[src/rtl/status_stack_pkg.sv]
// Package: shared constants and types for the status word / stack unit.
// Assumes an 11-bit status word with fixed bit positions that other core
// logic decodes; the positions below are therefore behaviour, not layout.
package status_stack_pkg;

    localparam int FLAG_W    = 11;
    localparam int HI_FIELD_W = 3;

    // Status word bit positions (decoded elsewhere in the core).
    localparam int FB_CARRY = 0;
    localparam int FB_DEBUG = 1;
    localparam int FB_ZERO  = 2;
    localparam int FB_SIGN  = 3;
    localparam int FB_BANK  = 4;
    localparam int FB_OVF   = 5;
    localparam int FB_IEN   = 6;
    localparam int FB_USTK  = 7;
    localparam int FB_HI_LO = 8;

    // ALU update mask bit positions.
    localparam int AM_W     = 4;
    localparam int AM_CARRY = 0;
    localparam int AM_ZERO  = 1;
    localparam int AM_SIGN  = 2;
    localparam int AM_OVF   = 3;

    // Flags cleared by an interrupt entry event.
    typedef struct packed {
        logic dbg;
        logic ien;
        logic ustk;
    } entry_clr_t;

endpackage

[src/rtl/entry_clear_gen.sv]
// Module: entry_clear_gen
// Turns the three interrupt-entry events into a set of flag clears.
// Assumes events may coincide; the resulting clear set is their union.
module entry_clear_gen
    import status_stack_pkg::*;
#(
    parameter int VEC_W         = 6,
    parameter int SWI_LOW_LIMIT = 32
) (
    input  logic             hw_ack,
    input  logic             step_ack,
    input  logic             sw_int,
    input  logic [VEC_W-1:0] sw_num,
    output entry_clr_t       clr
);

    localparam logic [VEC_W:0] LIMIT = (VEC_W+1)'(SWI_LOW_LIMIT);

    logic sw_low;

    // Classify the software interrupt number against the low range.
    always_comb begin
        sw_low = ({1'b0, sw_num} < LIMIT);
    end

    // Merge the clear sets of all entry events active this cycle.
    always_comb begin
        clr = '0;
        if (hw_ack) begin
            clr.ien  = 1'b1;
            clr.ustk = 1'b1;
        end
        if (step_ack) begin
            clr.dbg  = 1'b1;
            clr.ien  = 1'b1;
            clr.ustk = 1'b1;
        end
        if (sw_int) begin
            clr.ien = 1'b1;
            if (sw_low) begin
                clr.ustk = 1'b1;
            end
        end
    end

endmodule

[src/rtl/alu_flag_merge.sv]
// Module: alu_flag_merge
// Combines the current status word with an ALU result strobe under a mask.
// Assumes only carry, zero, sign and overflow are reachable from the ALU.
module alu_flag_merge
    import status_stack_pkg::*;
#(
    parameter int DATA_W = 16
) (
    input  logic [FLAG_W-1:0] flags_cur,
    input  logic              alu_upd,
    input  logic [AM_W-1:0]   alu_mask,
    input  logic [DATA_W-1:0] alu_result,
    input  logic              alu_carry,
    input  logic              alu_ovf,
    output logic [FLAG_W-1:0] flags_alu
);

    logic [AM_W-1:0] src;

    // Derive the candidate value of each ALU-owned flag.
    always_comb begin
        src           = '0;
        src[AM_CARRY] = alu_carry;
        src[AM_ZERO]  = ~|alu_result;
        src[AM_SIGN]  = alu_result[DATA_W-1];
        src[AM_OVF]   = alu_ovf;
    end

    // Overwrite only the masked flags when the strobe is present.
    always_comb begin
        flags_alu = flags_cur;
        if (alu_upd) begin
            if (alu_mask[AM_CARRY]) flags_alu[FB_CARRY] = src[AM_CARRY];
            if (alu_mask[AM_ZERO])  flags_alu[FB_ZERO]  = src[AM_ZERO];
            if (alu_mask[AM_SIGN])  flags_alu[FB_SIGN]  = src[AM_SIGN];
            if (alu_mask[AM_OVF])   flags_alu[FB_OVF]   = src[AM_OVF];
        end
    end

endmodule

[src/rtl/flag_word_reg.sv]
// Module: flag_word_reg
// Holds the status word. Priority: entry clears > direct write > ALU merge.
// Assumes the ALU-merged word is derived from this register's own output.
module flag_word_reg
    import status_stack_pkg::*;
(
    input  logic              clk,
    input  logic              rst_n,
    input  logic [FLAG_W-1:0] flags_alu,
    input  logic              wr_en,
    input  logic [FLAG_W-1:0] wr_data,
    input  entry_clr_t        clr,
    output logic [FLAG_W-1:0] flags_q
);

    logic [FLAG_W-1:0] flags_d;

    // Select the next word and apply entry clears last.
    always_comb begin
        flags_d = wr_en ? wr_data : flags_alu;
        if (clr.dbg)  flags_d[FB_DEBUG] = 1'b0;
        if (clr.ien)  flags_d[FB_IEN]   = 1'b0;
        if (clr.ustk) flags_d[FB_USTK]  = 1'b0;
    end

    // Store the status word.
    always_ff @(posedge clk) begin
        if (!rst_n) flags_q <= '0;
        else        flags_q <= flags_d;
    end

endmodule

[src/rtl/step_request.sv]
// Module: step_request
// Raises a single-step request after an instruction completes in debug mode.
// Assumes the acknowledge outranks a new request in the same cycle.
module step_request (
    input  logic clk,
    input  logic rst_n,
    input  logic instr_done,
    input  logic dbg_flag,
    input  logic step_ack,
    output logic step_req
);

    // Set on completion with debug on, hold until acknowledged.
    always_ff @(posedge clk) begin
        if (!rst_n)                        step_req <= 1'b0;
        else if (step_ack)                 step_req <= 1'b0;
        else if (instr_done && dbg_flag)   step_req <= 1'b1;
    end

endmodule

[src/rtl/stack_bank.sv]
// Module: stack_bank
// A bank of stack pointers; reads and writes go to the selected one.
// Assumes index 0 is the interrupt pointer and index 1 the user pointer.
module stack_bank #(
    parameter int SP_W   = 16,
    parameter int NUM_SP = 2
) (
    input  logic                                   clk,
    input  logic                                   rst_n,
    input  logic [((NUM_SP>1)?$clog2(NUM_SP):1)-1:0] sel,
    input  logic                                   wr_en,
    input  logic [SP_W-1:0]                        wr_data,
    output logic [SP_W-1:0]                        rd_data
);

    logic [SP_W-1:0] ptr_q [NUM_SP];

    for (genvar g = 0; g < NUM_SP; g++) begin : g_ptr
        // Hold one pointer; update it only while it is selected.
        always_ff @(posedge clk) begin
            if (!rst_n)                            ptr_q[g] <= '0;
            else if (wr_en && (int'(sel) == g))    ptr_q[g] <= wr_data;
        end
    end

    // Present the selected pointer.
    always_comb begin
        rd_data = ptr_q[sel];
    end

endmodule

[src/rtl/status_stack_unit.sv]
// Module: status_stack_unit (top)
// Status word, single-step request and interrupt/user stack pointers.
// Assumes all strobes are single-cycle and synchronous to clk; outputs
// reflect registered state only, so entry events show their effect a clock
// later and the old state is visible during the entry cycle.
module status_stack_unit
    import status_stack_pkg::*;
#(
    parameter int DATA_W        = 16,
    parameter int SP_W          = 16,
    parameter int VEC_W         = 6,
    parameter int SWI_LOW_LIMIT = 32
) (
    input  logic              clk,
    input  logic              rst_n,
    input  logic              alu_upd,
    input  logic [AM_W-1:0]   alu_mask,
    input  logic [DATA_W-1:0] alu_result,
    input  logic              alu_carry,
    input  logic              alu_ovf,
    input  logic              flag_wr_en,
    input  logic [FLAG_W-1:0] flag_wr_data,
    input  logic              instr_done,
    input  logic              hw_ack,
    input  logic              step_ack,
    input  logic              sw_int,
    input  logic [VEC_W-1:0]  sw_num,
    input  logic              sp_wr_en,
    input  logic [SP_W-1:0]   sp_wr_data,
    output logic [FLAG_W-1:0] flags,
    output logic              bank_sel,
    output logic              int_en,
    output logic              sp_user_sel,
    output logic [SP_W-1:0]   sp_rd_data,
    output logic              step_req
);

    entry_clr_t        clr;
    logic [FLAG_W-1:0] flags_alu;
    logic [FLAG_W-1:0] flags_q;

    entry_clear_gen #(
        .VEC_W         (VEC_W),
        .SWI_LOW_LIMIT (SWI_LOW_LIMIT)
    ) u_clr (
        .hw_ack   (hw_ack),
        .step_ack (step_ack),
        .sw_int   (sw_int),
        .sw_num   (sw_num),
        .clr      (clr)
    );

    alu_flag_merge #(
        .DATA_W (DATA_W)
    ) u_merge (
        .flags_cur  (flags_q),
        .alu_upd    (alu_upd),
        .alu_mask   (alu_mask),
        .alu_result (alu_result),
        .alu_carry  (alu_carry),
        .alu_ovf    (alu_ovf),
        .flags_alu  (flags_alu)
    );

    flag_word_reg u_flags (
        .clk       (clk),
        .rst_n     (rst_n),
        .flags_alu (flags_alu),
        .wr_en     (flag_wr_en),
        .wr_data   (flag_wr_data),
        .clr       (clr),
        .flags_q   (flags_q)
    );

    step_request u_step (
        .clk        (clk),
        .rst_n      (rst_n),
        .instr_done (instr_done),
        .dbg_flag   (flags_q[FB_DEBUG]),
        .step_ack   (step_ack),
        .step_req   (step_req)
    );

    stack_bank #(
        .SP_W   (SP_W),
        .NUM_SP (2)
    ) u_sp (
        .clk     (clk),
        .rst_n   (rst_n),
        .sel     (flags_q[FB_USTK]),
        .wr_en   (sp_wr_en),
        .wr_data (sp_wr_data),
        .rd_data (sp_rd_data)
    );

    // Drive the status outputs from the stored word.
    always_comb begin
        flags       = flags_q;
        bank_sel    = flags_q[FB_BANK];
        int_en      = flags_q[FB_IEN];
        sp_user_sel = flags_q[FB_USTK];
    end

endmodule

[config.mk]
export PLATFORM = sky130hd
export DESIGN_NAME = status_stack_unit
export DESIGN_NICKNAME = d
export VERILOG_FILES = /design/src/rtl/status_stack_pkg.sv /design/src/rtl/entry_clear_gen.sv /design/src/rtl/alu_flag_merge.sv /design/src/rtl/flag_word_reg.sv /design/src/rtl/step_request.sv /design/src/rtl/stack_bank.sv /design/src/rtl/status_stack_unit.sv
export SDC_FILE = /design/constraint.sdc
export NUM_CORES = 1
export LEC_CHECK = 0
export ABC_CLOCK_PERIOD_IN_PS = 3330
export BUFFER_PORTS_ARGS = -buffer_cell sky130_fd_sc_hd__buf_4
export CAP_MARGIN = 20
export CORE_MARGIN = 2
export CORE_UTILIZATION = 50
export CTS_CLUSTER_SIZE = 16
export DETAILED_ROUTE_END_ITERATION = 16
export HOLD_SLACK_MARGIN = 0.03
export PLACE_DENSITY = 0.94
export SETUP_SLACK_MARGIN = 0.05
export SLEW_MARGIN = 20
export SYNTH_ARGS = -nofsm -noshare
export SYNTH_HDL_FRONTEND = slang
export SYNTH_HIERARCHICAL = 1
export SYNTH_SLANG_ARGS = --single-unit
[constraint.sdc]
create_clock -name clk -period 3.33 [get_ports clk]
set_input_delay 0.4995 -clock clk [delete_from_list [all_inputs] [get_ports clk]]
set_output_delay 0.4995 -clock clk [all_outputs]
set_load 0.05 [all_outputs]
==> results.txt, run 1 <==
The slowest cell on the critical path is dfxtp_1. Measured against its own limit, the worst slew margin works out to 0.4681. At the pin with the least slew margin, the transition time is 0.7968 ns. The longest clock path from root to sink contains 2 buffers. In this run the core area contains 23 standard-cell rows. The post-route non-filler standard cell count came out at 305. The cell chosen for the clock root is clkbuf_8.

The class of the most critical hold timing path is input pin to flop. The first-pass GRT wire length came out at 7238 µm. The share of synthesized flip-flops with an asynchronous set or reset is 0. The share of synthesized area in the top cell type comes to 0.4502. The clock sink count is 44. Pin placement for this block handled 95 I/O pins.

The synthesized netlist net count is 240. Setup repair after global routing left no endpoint under its margin. After synthesis the cells add up to 0.002135 mm². The delay contributed by the slowest stage of the critical path is 0.84 ns. The largest clock skew in the final design is 0.007941 ns. The clock latency of the later-clocked register in the worst-skew pair came out at 0.28 ns. The worst setup path is captured at a primary output. The critical path goes through buf_4 -> mux2_4 -> buf_4.

The final layout contains routed wiring with a total length of 4245 µm. The half-perimeter wire length of the detailed placement result is 3233 µm. The signed area change from the synthesized netlist to the final layout is 32.18%. The tool flagged a number of max-cap violations equal to 0. The total instance count after detailed placement came out at 297. After detailed routing, the average wire length per cell comes to 13.92 µm. The die is 69.34 µm wide. The via-per-instance ratio came out at 5.128. The final-layout setup total negative slack is 0 ns. The CTS buffer count is 5. Counting the fill cells in the layout gives 303. The starting utilization of the core area is 0.5261. The final antenna-violating net count came out at 0. The number of hold buffers added after CTS was 0. In the post-synthesis netlist, the biggest area contributors are edfxtp_1 (45%), dfxtp_1 (11%), mux2_2 (5.8%). The placeable core area came out at 0.004058 mm². The run finished with clean final reports. STA classifies the critical path startpoint as a flop. The required arrival time at the worst endpoint is 2.83 ns. The number of warnings printed during yosys synthesis came out at 6. In the layout the commonest cells are buf_4 (91), nor2_1 (32), edfxtp_1 (32), nand2_1 (24), dfxtp_1 (12). The number of endpoints failing setup at the final stage came out at 0. Detailed routing inserted a total of 1564 vias. The most used flip-flop cell after synthesis is edfxtp_1. edfxtp_1 takes more of the synthesized area than any other cell. The register bit count reported by yosys came out at 44.

The die area is 0.004808 mm². The maximum fanout along the worst path is 17. The buffers plus inverters on the worst setup path is 2.

The distinct cell type count after synthesis came out at 23. The count of port buffers added during placement came out at 89. The ratio of cells with drive above 1 in the final layout came out at 0.4980. 0 antenna diodes ended up in the layout. The final weighted congestion in routability-driven placement is 0.7618. The startpoint-to-endpoint class of the critical path is flop to primary output.

TritonCTS built the clock tree. For this design the ratio of total power to cell area is 446.2 mW/mm². The net count of the finished layout came out at 318.

The overall routing resource usage came out at 0.1871. The die height is 69.34 µm. The via count of the first global-routing pass came out at 1752. The post-cts repair resize count is 0. Timing would allow up to 0.4126 GHz. The total overflow left after global routing is 0. The initial antenna violation count is 0.

Dividing the final minimum period by the clock period gives 0.7277. The average instance area after synthesis is 12.13 µm². The count of endpoints failing hold in the final timing report is 0.

The sequential fraction of the synthesis area is 0.5627. The worst vdd rail ir drop came out at 0.0003379 V. Buffers added to address setup during post-CTS repair amount to 0. The library cell used most frequently in the layout, excluding fill and tap cells, is buf_4.

The worst path arrival time came out at 1.92 ns. The detailed-router iteration count before antenna repair came out at 4. The cell that appears most often on the critical path is buf_4.

For the finished layout, the period the worst path requires is 2.423 ns. The leakage component of the power is 1.257 nW. The post-route core utilization is 0.6953. Among cell families on the critical path, the largest total delay comes from flip-flops. The number of enable flip-flop cells after synthesis came out at 32.

The number of DRC markers in iteration 0 is 128. Entering global routing, the biggest net connects 19 pins. The max-slew violation count is 0.

The number of remaining DRC errors came out at 0. The post-synthesis cell count came out at 176. CTS built an H-tree with a depth of 2. The clock transition time at the flip-flop clock pins of the worst setup and hold paths came out at 0.07 ns.
==> flip-flops by register name, indices dropped and copies added (netlist names) <==
signal           cells
u_flags/flags_q     11
u_step/step_req      1
u_sp/ptr_q          32
==> cells in the mapped netlist (all sizes together), types with 2 or more instances <==
master	n
buf	19
dfxtp	12
edfxtp	32
inv	2
mux2	19
mux2i	11
nand2	25
nor2	33
nor2b	8
nor3b	4
nor4	4
o21ai	3
==> path summary, 6_finish.rpt <==
kind	startpoint	end	slack, ns	cells past startpoint
worst max-delay path	u_flags/flags_q[7]	sp_rd_data[4]	0.91	3
worst min-delay path	step_ack	u_flags/flags_q[1]	0.41	2
worst max register to register	u_flags/flags_q[7]	u_sp/ptr_q[1][0]	1.23	3
worst min register to register	u_flags/flags_q[9]	u_flags/flags_q[9]	0.53	2
==> layer usage <==
layer | global-route usage | share of wire | up-vias
met5 | 0 | 0 | -
met4 | 0.07190 | 0.020 | 0
met3 | 0.03198 | 0.049 | 8
met2 | 0.3878 | 0.59 | 55
met1 | 0.1762 | 0.34 | 754
li1 | - | - | 747
==> worst register-to-register path, cell delays in order, from the launching register on <==
cell and delay, ns:
dfxtp_1 0.84, buf_4 0.30, nand2_1 0.06, nand2_1 0.53
==> through the flow <==
stage / total power (W) / setup slack, ns / hold WS, ns / instance area (µm²)
after floorplan: 0.0007941 / 0.8548 / 0.5690 / 2135
after global placement: 0.0008803 / 1.196 / 0.4993 / 2714
after detailed placement: 0.0008881 / 1.192 / 0.5209 / 2714
after CTS: 0.001272 / 0.8687 / 0.3968 / 2821
after global routing: 0.001313 / 0.7520 / 0.3949 / 2821
final: 0.001259 / 0.9066 / 0.4071 / 2821
==> where the power goes <==
part / switching [W] / internal (W)
clock: 0.000163 / 0.000222
sequential: 0.0000106 / 0.000616
combinational: 0.000141 / 0.000106
total: 0.000314 / 0.000945
==> logic make-up (layout without fill, tap and decap cells) <==
family / count (synthesis) / in the layout / synth area share
flops: 44 / 44 / 0.5627
compound gates: 4 / 4 / 0.009374
mux: 30 / 30 / 0.1659
simple gates: 76 / 76 / 0.1806
buf+inv: 22 / 101 / 0.08147
==> final cells by class <==
| class | count | area (µm²) | share of cell area |
|---|---|---|---|
| Inverter | 2 | 7.507 | 0.002661 |
| Sequential cell | 44 | 1201 | 0.4257 |
| Timing Repair Buffer | 91 | 683.2 | 0.2421 |
| Tap cell | 50 | 62.56 | 0.02217 |
| Clock buffer | 6 | 72.57 | 0.02572 |
| Clock inverter | 2 | 35.03 | 0.01242 |
| Multi-Input combinational cell | 110 | 759.5 | 0.2692 |
Power figures use the tool's default switching activity.
==> run 2: changes to the inputs <==
ABC_CLOCK_PERIOD_IN_PS = 2100   (was 3330)
CORE_UTILIZATION = 42   (was 50)
PLACE_DENSITY = 0.85   (was 0.94)
clock period = 2.1 ns   (was 3.33 ns; I/O delays follow)
==> run 2 against run 1 <==
  * Global-route usage decreased by 3.5 points
  * Sequential share of layout area decreased by 0.094 points
  * Setup slack got worse by 0.70 ns
  * Flip-flop and latch count unchanged
  * Clock skew decreased by 0.0012 ns
  * Combinational power increased by 60%
  * Clock-buffer cell count unchanged
  * Largest power group unchanged
==> results.txt, run 2 (synthesis gave the netlist of run 1 again) <==
The max-cap violation count came out at 0 (unchanged). The clock power share came out at 0.262 (-0.044). The signal on the critical path passes through buf_4 -> mux2_2 -> buf_4. The total detailed-routing wirelength came out at 4295 µm (+1.2%). The maximum number of pins on one net before global-route repair is 21 (+2). The via count of the first global-routing pass is 1460 (-17%). Setup repair after global routing left no endpoint under its margin. The pre-CTS setup slack is 0.4171 ns (-0.7746 ns). The delay contributed by the slowest stage of the critical path came out at 0.39 ns (-0.45 ns). The power spent charging and discharging nets came out at 0.0005052 W (+61%). The detailed-router iteration count before antenna repair came out at 4 (unchanged). The library cell used most frequently in the layout, excluding fill and tap cells, is buf_4.

The required arrival time at the worst endpoint came out at 1.78 ns (-1.05 ns). The first-pass GRT wire length was 6451 µm (-11%). The part of the total power dissipated in sequential elements came out at 0.527 (+0.029). The half-perimeter wire length of the detailed placement result came out at 3156 µm (-2.4%). Among all stages on the critical path, the largest delay is contributed by mux2_2.

The worst setup path is captured at a primary output. The post-detailed-placement cell area is 0.002750 mm² (+1.3%). The overall routing resource usage is 0.1525 (-0.03458).

The max-slew violation count came to 0 (unchanged). The library cells used most frequently in the layout, excluding fill and tap cells, are buf_4 (93), nor2_1 (32), edfxtp_1 (32), nand2_1 (24), dfxtp_1 (12). The die height is 75.29 µm (+8.6%). The number of buffers added to fix hold violations after cts came out at 0 (unchanged). The width of the die came out at 75.29 µm (+8.6%). The number of endpoints failing setup at the final stage came to 0 (unchanged). The worst setup path is launched from a flop. By instance count, the cell type seen most on the critical path is buf_4. The post-CTS setup buffer count came out at 0 (unchanged).

The worst path in the final design needs a cycle of 1.896 ns, including I/O delays and setup. The maximum fanout along the worst path is 20 (+3). The met3 routed wirelength came to 262 µm (+27%). The clock transition time at the flip-flop clock pins of the worst setup and hold paths came out at 0.08 ns (about the same). The antenna diode instance count was 0 (unchanged). In this run the top signal layer used is met4. The leakage component of the power came to 1.252 nW (-0.39%). The worst reg-to-reg setup slack is 0.42 ns (-0.81 ns). The count of port buffers added during placement came out at 89 (unchanged). The number of DRC markers in iteration 0 came out at 84 (-34%). The worst vdd rail ir drop came out at 0.0004434 V (+31%). The critical path in this run is classified as flop to primary output. The ratio of cells with drive above 1 in the final layout is 0.5000 (+0.001961). The signed area change from the synthesized netlist to the final layout came out at 32.47%. The internal power contribution is 0.001374 W (+45%). The met2 wirelength from detailed routing is 2350 µm (-6.1%). The clock sink count came out at 44 (unchanged). TritonCTS built the clock tree. The CTS buffer count came out at 5 (unchanged). The H-tree level count was 2 (unchanged). The boundary pin count is 95 (unchanged). The final antenna-violating net count is 0 (unchanged). The worst path arrival time was 1.58 ns (-0.34 ns). The fraction of power spent switching nets is 0.2689 (+0.01920). The placeable core area is 0.004817 mm² (+19%).

The count of endpoints failing hold in the final timing report is 0 (unchanged). The length of routed wiring on met1 came to 1656 µm (+14%). The clock latency of the later-clocked register in the worst-skew pair came out at 0.29 ns (about the same). The worst setup margin came to 0.2039 ns (-0.7027 ns). The normalized max-slew margin came out at 0.5805 (+0.1124). The routed length per instance came out at 13.30 µm (-4.5%). The net count of the finished layout came out at 320 (+0.63%).

The starting utilization of the core area is 0.4431 (-0.08294). The ratio of total power to cell area came out at 664.5 mW/mm² (+49%). The worst-margin pin slew is 0.6293 ns (-0.1675 ns). The final weighted congestion in routability-driven placement came to 0.6946 (-8.8%). Counting flops per register, the top entry is u_sp/ptr_q. The cell chosen for the clock root is clkbuf_8.

In the final layout, the registers with the most flip-flops are u_sp/ptr_q: 32 flops, u_flags/flags_q: 11 flops, u_step/step_req: 1 flops. The run finished with clean final reports. The final-layout setup total negative slack came out at 0 ns (unchanged).

The combinational fraction of design power is 0.210 (+0.014). The post-cts repair resize count is 0 (unchanged). The cell row count is 25 (+8.7%). The number of remaining DRC errors was 0 (unchanged). The clock tree buffer depth is 2 (unchanged). The class of the most critical hold timing path is input pin to flop. The initial antenna violation count came out at 0 (unchanged).

The total via count after detailed routing is 1491 (-4.7%). The number of flip-flops in the largest register came out at 32 (unchanged). The final-layout fill cell count came out at 436 (+44%). The largest clock skew in the final design came to 0.006748 ns (-0.001193 ns).

The via-per-instance ratio is 4.616 (-10%). The highest clock rate is 0.5274 GHz. The die area came out at 0.005669 mm² (+18%). The share of the cycle needed by the critical path after routing came out at 0.9029.

The final non-filler cell area came out at 0.002828 mm² (+0.22%). The overall overflow remaining after global route came out at 0 (unchanged).
[run 2: metrics by stage]
stage / power, W / cells / utilization / hold WS, ns
floorplan: 0.001259 / 176 / - / 0.3845
global placement: 0.001401 / 316 / 0.5709 / 0.5002
detailed placement: 0.001410 / 316 / 0.5709 / 0.5157
CTS: 0.001896 / 323 / 0.5870 / 0.2080
global route: 0.001954 / 323 / 0.5870 / 0.2151
finish: 0.001879 / 323 / 0.5870 / 0.2157
[run 2: layout make-up]
type / count / area, µm² / share of cell area
repair buffers: 93 / 698.2 / 0.2469
flip-flops and latches: 44 / 1201 / 0.4248
inverters: 2 / 7.507 / 0.002655
multi-input cells: 110 / 759.5 / 0.2686
well taps: 67 / 83.83 / 0.02965
clock buffers: 6 / 72.57 / 0.02566
clock inverters: 1 / 5.005 / 0.001770
[run 2: routing by layer]
layer  up-vias  global-route usage
li1        748                   -
met1       698              0.1747
met2        43              0.2638
met3         2             0.05556
met4         0             0.05263
met5         -                   0
[run 2: worst max-delay path, delay by kind of cell, from the launching register on]
family,cells,cell delay (ns)
mux,1,0.39
buf+inv,2,0.51
flops,1,0.38
[run 2: power groups by stage]
stage / clock [W] / combinational (W) / sequential [W]
after floorplan: 0 / 0.000213 / 0.00105
after global routing: 0.000538 / 0.000419 / 0.000996
after detailed placement: 0 / 0.000399 / 0.00101
after CTS: 0.000505 / 0.000399 / 0.000991
final: 0.000492 / 0.000395 / 0.000991
after global placement: 0 / 0.000393 / 0.00101
[run 2: final timing paths]
kind	start	to	cells past startpoint
worst min register to register	u_flags/flags_q[8]	u_flags/flags_q[8]	2
worst max-delay path	u_flags/flags_q[7]	sp_rd_data[15]	3
worst max register to register	u_flags/flags_q[7]	u_sp/ptr_q[0][1]	3
worst min-delay path	step_ack	u_flags/flags_q[1]	2
==> run 3: changes to the inputs <==
PLACE_DENSITY = 0.75   (was 0.85)
==> run 3 against run 2 <==
  * Fmax increased by 11%
  * Flip-flop and latch count stayed put
  * First-iteration DRC count fell by 50%
  * Largest cell class unchanged
  * Via count increased by 2.6%
  * Worst hold slack improved by 0.0012 ns
  * Global-route usage is 0.43 points higher
  * Cell count is 1.2% higher
  * Sequential power is essentially flat
  * Critical path type unchanged
  * Final area rose by 0.97%
==> results.txt, run 3 (synthesis gave the netlist of run 1 again) <==
The highest signal layer in the routed design is met4. The width of the die is 75.29 µm (unchanged). The worst setup path is launched from a flop.

The routed length per instance is 13.27 µm (-0.19%). The max-cap violation count is 0 (unchanged). The combinational fraction of design power was 0.212 (+0.002). The number of flip-flops in the largest register came out at 32 (unchanged).

The number of DRC markers in iteration 0 was 42 (-50%). The ratio of cells with drive above 1 in the final layout came out at 0.5077 (+0.007692). The time the final worst path needs with I/O delays and setup was 1.710 ns (-0.1861 ns).

The final-layout fill cell count is 445 (+2.1%). The required arrival time at the worst endpoint is 1.78 ns (about the same). The total via count after detailed routing was 1530 (+2.6%). The count of port buffers added during placement came out at 89 (unchanged).

The H-tree level count is 2 (unchanged). The register containing the most flip-flops in the final layout is u_sp/ptr_q. The leakage component of the power is 1.272 nW (+1.5%).

The overall routing resource usage is 0.1569 (+0.004338). The internal power contribution came out at 0.001376 W (+0.16%). The post-cts repair resize count came out at 0 (unchanged). The post-CTS setup buffer count is 0 (unchanged).

The final-layout setup total negative slack came out at 0 ns (unchanged). The number of buffers added to fix hold violations after cts came out at 0 (unchanged). Setup repair after global routing left no endpoint under its margin. The final weighted congestion in routability-driven placement was 0.7098 (+2.2%). The library cell used most frequently in the layout, excluding fill and tap cells, is buf_4.

The met3 routed wirelength came to 300 µm (+15%). The worst setup margin came out at 0.3900 ns (+0.1861 ns). Compared with the post-synthesis result, the final layout area differs by 33.76%. The ratio of total power to cell area is 658.5 mW/mm² (-0.90%). The sequential standard cell area is 0.001201 mm² (unchanged). In the final layout, the registers with the most flip-flops are u_sp/ptr_q: 32 flops, u_flags/flags_q: 11 flops, u_step/step_req: 1 flops. The combined area of the multi-input logic cells is 759.5 µm² (unchanged). TritonCTS built the clock tree. The starting utilization of the core area is 0.4431 (unchanged).

The normalized max-slew margin was 0.7664 (+0.1859). The clock transition time at the flip-flop clock pins of the worst setup and hold paths came out at 0.08 ns (about the same). The fraction of power spent switching nets is 0.2682 (-0.0007117). The clock tree buffer depth came to 2 (unchanged). The via count of the first global-routing pass came out at 1510 (+3.4%).

The via-per-instance ratio came out at 4.679 (+1.4%). The count of endpoints failing hold in the final timing report came out at 0 (unchanged). The detailed-router iteration count before antenna repair came out at 4 (unchanged).

The first-pass GRT wire length is 6644 µm (+3.0%). The maximum fanout along the worst path is 14 (-30%). The die height is 75.29 µm (unchanged).

The CTS buffer count was 5 (unchanged). The clock power share is 0.261 (about the same). The root buffer cell chosen for the clock tree is clkbuf_8. The cell row count is 25 (unchanged). The maximum number of pins on one net before global-route repair came to 19 (-9.5%). The highest clock rate came out at 0.5848 GHz (+11%). The total detailed-routing wirelength came out at 4340 µm (+1.0%).

The boundary pin count came out at 95 (unchanged). The worst vdd rail ir drop is 0.0003215 V (-28%). The min-delay analysis places its worst path in the category input pin to flop. The share of the cycle needed by the critical path after routing is 0.8143 (-0.08860). The die area came out at 0.005669 mm² (unchanged).

The max-slew violation count came out at 0 (unchanged). The worst-margin pin slew is 0.3492 ns (-0.2801 ns). The largest clock skew in the final design is 0.004846 ns (-0.001902 ns).

The power spent charging and discharging nets came to 0.0005042 W (-0.20%). The antenna diode instance count is 0 (unchanged). The met2 wirelength from detailed routing is 2394 µm (+1.9%). The initial antenna violation count is 0 (unchanged).

The final antenna-violating net count is 0 (unchanged). The clock latency of the later-clocked register in the worst-skew pair was 0.29 ns (about the same). The length of routed wiring on met1 is 1627 µm (-1.8%).

The critical path is of the flop to primary output type. In the layout the commonest cells are buf_4 (96), nor2_1 (32), edfxtp_1 (32), nand2_1 (24), dfxtp_1 (12). The worst path arrival time was 1.39 ns (-0.19 ns). The number of remaining DRC errors is 0 (unchanged).

The worst setup path is captured at a primary output. The flow ran to the end, and the final reports show no timing, DRC or antenna violations. The overall overflow remaining after global route came out at 0 (unchanged). The clock sink count is 44 (unchanged). The part of the total power dissipated in sequential elements came out at 0.527 (about the same).

The placeable core area is 0.004817 mm² (unchanged). The pre-CTS setup slack came out at 0.6857 ns (+0.2686 ns). The half-perimeter wire length of the detailed placement result came out at 3178 µm (+0.68%). The net count of the finished layout is 323 (+0.94%). The number of endpoints failing setup at the final stage came to 0 (unchanged).
[run 3: changes by cell type in the layout (fill, tap and decap cells not counted)]
| cell | previous run | this run |
|---|---|---|
| clkinv_2 | 1 | 2 |
| buf_4 | 93 | 96 |
| clkinv_1 | 0 | 1 |
| clkbuf_1 | 1 | 0 |
[run 3: metrics by stage]
step	cell area, µm²	cells	hold slack (ns)	power [W]	util
floorplan	2135	176	0.3845	0.001259	-
global placement	2773	319	0.4962	0.001406	0.5756
CTS	2855	327	0.2082	0.001899	0.5927
finish	2855	327	0.2168	0.001880	0.5927
detailed placement	2773	319	0.5177	0.001413	0.5756
global route	2855	327	0.2129	0.001963	0.5927
[run 3: final timing paths]
check / slack [ns] / end / start / cells after the start
worst max-delay path: 0.39 / sp_rd_data[0] / u_flags/flags_q[7] / 3
worst min-delay path: 0.22 / u_flags/flags_q[1] / step_ack / 2
worst max register to register: 0.73 / u_sp/ptr_q[0][4] / u_flags/flags_q[7] / 4
worst min register to register: 0.54 / u_flags/flags_q[10] / u_flags/flags_q[10] / 2
[run 3: per-layer routing]
| layer | vias to the layer above | GRT usage |
|---|---|---|
| met5 | - | 0 |
| met4 | 0 | 0.03509 |
| met2 | 58 | 0.2889 |
| met3 | 2 | 0.04497 |
| li1 | 754 | - |
| met1 | 716 | 0.1802 |
[run 3: power by group through the flow]
stage	combinational [W]	clock, W	sequential (W)
floorplan	0.000213	0	0.00105
global placement	0.000397	0	0.00101
detailed placement	0.000403	0	0.00101
CTS	0.000403	0.000505	0.000991
global route	0.000427	0.000542	0.000995
finish	0.000399	0.000490	0.000991
[run 3: layout make-up]
| class | instances | share of cell area |
|---|---|---|
| clock buffer | 5 | 0.02410 |
| multi-input combinational | 110 | 0.2660 |
| sequential | 44 | 0.4207 |
| clock inverter | 3 | 0.004820 |
| tap | 67 | 0.02936 |
| inverter | 2 | 0.002629 |
| timing repair buffer | 96 | 0.2524 |
[run 3: worst max-delay path, stage by stage (launching register included)]
cell and delay (ns):
dfxtp_1 0.33, buf_4 0.22, mux2_2 0.37, buf_4 0.19
